### src/rtl/priv_ctrl_regs.sv
module priv_ctrl_regs #(
  parameter int W = 4
) (
  input  logic         clk_i,
  input  logic         rst_ni,
  input  logic         wr_en_i,
  input  logic         wr_sel_i,
  input  logic [W-1:0] wr_data_i,
  input  logic         grant_i,
  input  logic [W-1:0] grant_mask_i,
  output logic [W-1:0] mode_o,
  output logic [W-1:0] priv_o,
  output logic         fault_vld_o,
  output logic [2:0]   fault_code_o
);
  localparam logic [W-1:0] MODE_RST = W'(4);
  localparam logic [2:0]   CODE_INVOP = 3'd2;
  localparam logic [2:0]   CODE_ACCV  = 3'd3;

  logic [W-1:0] mode_q, priv_q;
  logic         wr_live, mode_ok, priv_ok, mode_bad, priv_bad;

  assign wr_live  = wr_en_i && !grant_i;
  assign mode_ok  = $onehot(wr_data_i);
  assign priv_ok  = (wr_data_i & ~priv_q) == '0;
  assign mode_bad = wr_live && !wr_sel_i && !mode_ok;
  assign priv_bad = wr_live &&  wr_sel_i && !priv_ok;

  always_ff @(posedge clk_i) begin
    if (!rst_ni) begin
      mode_q       <= MODE_RST;
      priv_q       <= '1;
      fault_vld_o  <= 1'b0;
      fault_code_o <= '0;
    end else begin
      if (grant_i)
        priv_q <= priv_q | grant_mask_i;
      else if (wr_live && wr_sel_i && priv_ok)
        priv_q <= wr_data_i;
      if (wr_live && !wr_sel_i && mode_ok)
        mode_q <= wr_data_i;
      fault_vld_o  <= mode_bad || priv_bad;
      fault_code_o <= mode_bad ? CODE_INVOP : (priv_bad ? CODE_ACCV : 3'd0);
    end
  end

  assign mode_o = mode_q;
  assign priv_o = priv_q;


  mode_onehot_chk: assert property (@(posedge clk_i) disable iff (!rst_ni)
    $onehot(mode_o));

  mode_reject_chk: assert property (@(posedge clk_i) disable iff (!rst_ni)
    (wr_en_i && !grant_i && !wr_sel_i && !$onehot(wr_data_i))
      |=> ($stable(mode_o) && fault_vld_o && fault_code_o == 3'd2));

  priv_reject_chk: assert property (@(posedge clk_i) disable iff (!rst_ni)
    (wr_en_i && !grant_i && wr_sel_i && ((wr_data_i & ~priv_o) != '0))
      |=> ($stable(priv_o) && fault_vld_o && fault_code_o == 3'd3));

  priv_no_gain_chk: assert property (@(posedge clk_i) disable iff (!rst_ni)
    !grant_i |=> ((priv_o & ~$past(priv_o)) == '0));

  grant_wins_chk: assert property (@(posedge clk_i) disable iff (!rst_ni)
    grant_i |=> (!fault_vld_o && $stable(mode_o)));

  code_idle_chk: assert property (@(posedge clk_i) disable iff (!rst_ni)
    !fault_vld_o |-> fault_code_o == 3'd0);
endmodule

### config.mk
export PLATFORM = sky130hd
export DESIGN_NAME = priv_ctrl_regs
export DESIGN_NICKNAME = d
export VERILOG_FILES = /design/src/rtl/priv_ctrl_regs.sv
export SDC_FILE = /design/constraint.sdc
export NUM_CORES = 1
export LEC_CHECK = 0
export ABC_AREA = 0
export BUFFER_PORTS_ARGS = -buffer_cell sky130_fd_sc_hd__clkbuf_2
export CAP_MARGIN = 20
export CORE_AREA = 10 10 47 49
export DETAILED_ROUTE_END_ITERATION = 8
export DIE_AREA = 0 0 57 59
export PLACE_DENSITY = 0.73
export SLEW_MARGIN = 20
export SYNTH_ARGS = -nofsm -noshare
export SYNTH_HDL_FRONTEND = slang
export SYNTH_SLANG_ARGS = --single-unit
export TNS_END_PERCENT = 10
### constraint.sdc
create_clock -name clk_i -period 2.77 [get_ports clk_i]
set_input_delay 0.277 -clock clk_i [delete_from_list [all_inputs] [get_ports clk_i]]
set_output_delay 0.277 -clock clk_i [all_outputs]
set_load 0.01 [all_outputs]
==> metrics.cfg <==
[placed_design]
port_buffers = 23
pre_cts_slack_ns = 0.0631
placed_cell_area_um2 = 632
gp_congestion = 0.761
hpwl_mm = 1.01

[route]
drt_pre_antenna_iters = 2
viasPerCell = 4.67
dr.max_layer_used = met4
met1_length_um = 555
wl_mm = 1.21
dr_wl_met2_um = 543
drc = 0
ant_nets = 0
vias = 439
wire_per_inst_um = 12.8
dr.first_iter.drc_count = 5
met3_length_um = 91

[sta]
setup_slack_ns = 0.350
fmax_mhz = 413
rsz0062_at_grt = no
fin_crit_sh_pct = 87.4
drv_slew = 0
hold_viol = 0
fin_setup_tns_ns = 0
finClkSkew_ns = 0.00302
whs_ns = 0.196
setup_viol = 0
fin_crit_ns = 2.42

[clocking]
cts_tree = done
clockBufferDepth = 2
h-tree-depth = 1
clk_latency_ns = 0.26
cts.hold.buffers_added = 0
cts-buffers-inserted = 3
root_buffer = clkbuf_4
cts.clk_slew.worst_paths_ns = 0.06
cts.sinks = 10
post_cts_resize_count = 0
cts_setup_buffers = 0

[die]
rows = 14
die_y_um = 59
fp.dieArea_um2 = 3360
start_util_pct = 37.9
ios = 25
fp.dieW_um = 57
core_um2 = 1400

[finish]
regArea_um2 = 200
final_area_um2 = 654
drive_above_1_share_pct = 34.6
n_antenna_cell = 0
syn2layout_area_growth_pct = 23.3
multi_input_area_um2 = 274
final_nets = 96
fillCellCount = 149

[power_and_ir_drop]
power_density_nw_per_um2 = 452
p_switching_uw = 76.2
p_int_uw = 219
ir_worst_vdd_mv = 0.213
leakage_nw = 0.340
p_seq_share_pct = 50.6
clkPwrFrac_pct = 33.5
combPwrFrac_pct = 15.9
swShare_pct = 25.8

[global_route]
grt_pass1_vias = 494
grt-ovfl-total = 0
grt_pass1_wl_mm = 2.04
gr-usage-all-layers_pct = 7.67
antenna_found_initial = 0
grt_max_degree = 12

[yosys]
syn_inst = 57
yosys_register_bits = 10
yosysUniqueCellTypes = 18
syn-cell-area_um2 = 531
syn_avg_cell_area_um2 = 9.31
syn_nets = 73
ys_async_sr_fraction_pct = 0
synthFlopType = dfxtp_1
synth_edf_count = 0
seq_area_frac_synth_pct = 37.7
ys_warn_count = 0

[critical_path]
path_class = in -> reg
crit_arrival_ns = 2.57
cp-start-kind = input pin
critPathCaptureType = flop
critPathMaxFanout = 4
cp.required_ns = 2.92

[status]
outcome = finished clean

[worst_hold_path]
hp-class = in -> reg

[run]
cap_violations = 0

-- worst paths after layout --
check	start	end	slack [ns]	cells past startpoint
setup / recovery	wr_data_i[0]	mode_o[0]	0.35	10
hold / removal	rst_ni	mode_o[2]	0.20	2
setup reg to reg	priv_o[0]	priv_o[1]	1.49	4
hold reg to reg	mode_o[2]	mode_o[2]	0.49	2
-- critical path, stage by stage --
cell	delay, ns
clkbuf_2	0.12
inv_1	0.07
fa_1	0.53
inv_1	0.04
ha_1	0.17
ha_1	0.26
or3b_1	0.40
or3b_1	0.47
mux2i_1	0.19
nor2_1	0.05
-- flip-flops by register name, indices dropped and copies added (netlist names) --
signal	count
fault_code_o	1
mode_o	4
priv_o	4
fault_vld_o	1
-- synthesized netlist by cell type (all sizes together), types with 2 or more instances --
master | instances | share of area [%]
dfxtp | 10 | 38
mux2i | 8 | 15
nor2 | 8 | 5.7
inv | 6 | 4.2
a211oi | 5 | 7.1
buf | 3 | 5.0
nand2b | 3 | 3.5
clkbuf | 2 | 1.4
ha | 2 | 4.7
nand2 | 2 | 1.4
or3b | 2 | 3.3
-- cell families after synthesis --
logic type | count (synthesis) | share of synthesized area, %
simple gates | 18 | 18.2
buf+inv | 11 | 10.6
flops | 10 | 37.7
mux | 8 | 15.1
compound gates | 6 | 9.20
fa+ha+maj | 3 | 8.49
other cells | 1 | 0.707
-- cell type report --
type                    instances  area share, %
well taps                      16           3.06
inverters                       6           3.44
clock buffers                   3           3.44
repair buffers                 23           17.6
multi-input cells              36           41.9
flip-flops and latches         10           30.6
-- power groups by stage --
stage	combinational (mW)	sequential, mW	clock, mW
CTS	0.0482	0.150	0.100
global route	0.0546	0.150	0.113
floorplan	0.0281	0.154	0
detailed placement	0.0475	0.153	0
global placement	0.0457	0.153	0
finish	0.0471	0.149	0.0990
-- metrics by stage --
stage	total power [mW]	cells	util [%]
after detailed placement	0.200	91	45.1
after global routing	0.317	94	46.7
after CTS	0.298	94	46.7
after global placement	0.198	91	45.1
final	0.296	94	46.7
after floorplan	0.182	57	-
-- layer usage --
layer / GRT usage (%) / up-vias
li1: - / 229
met1: 8.26 / 189
met2: 11.3 / 19
met3: 4.94 / 2
met4: 4.03 / 0
met5: 0 / -
-- cells in the final DEF (no fill, tap or decap) --
cell and instances:
a211oi_1 5, and2b_2 1, fa_1 1, inv_1 6
dfxtp_1 10, nand2b_1 3, and3_1 1, mux2i_1 8
conb_1 1, nor2_1 8, clkbuf_4 3, nand2_1 2
nor3b_1 1, o2111a_1 1, ha_1 2, or3b_1 2
clkbuf_2 23
No activity file was read; power rests on OpenSTA's default activity.
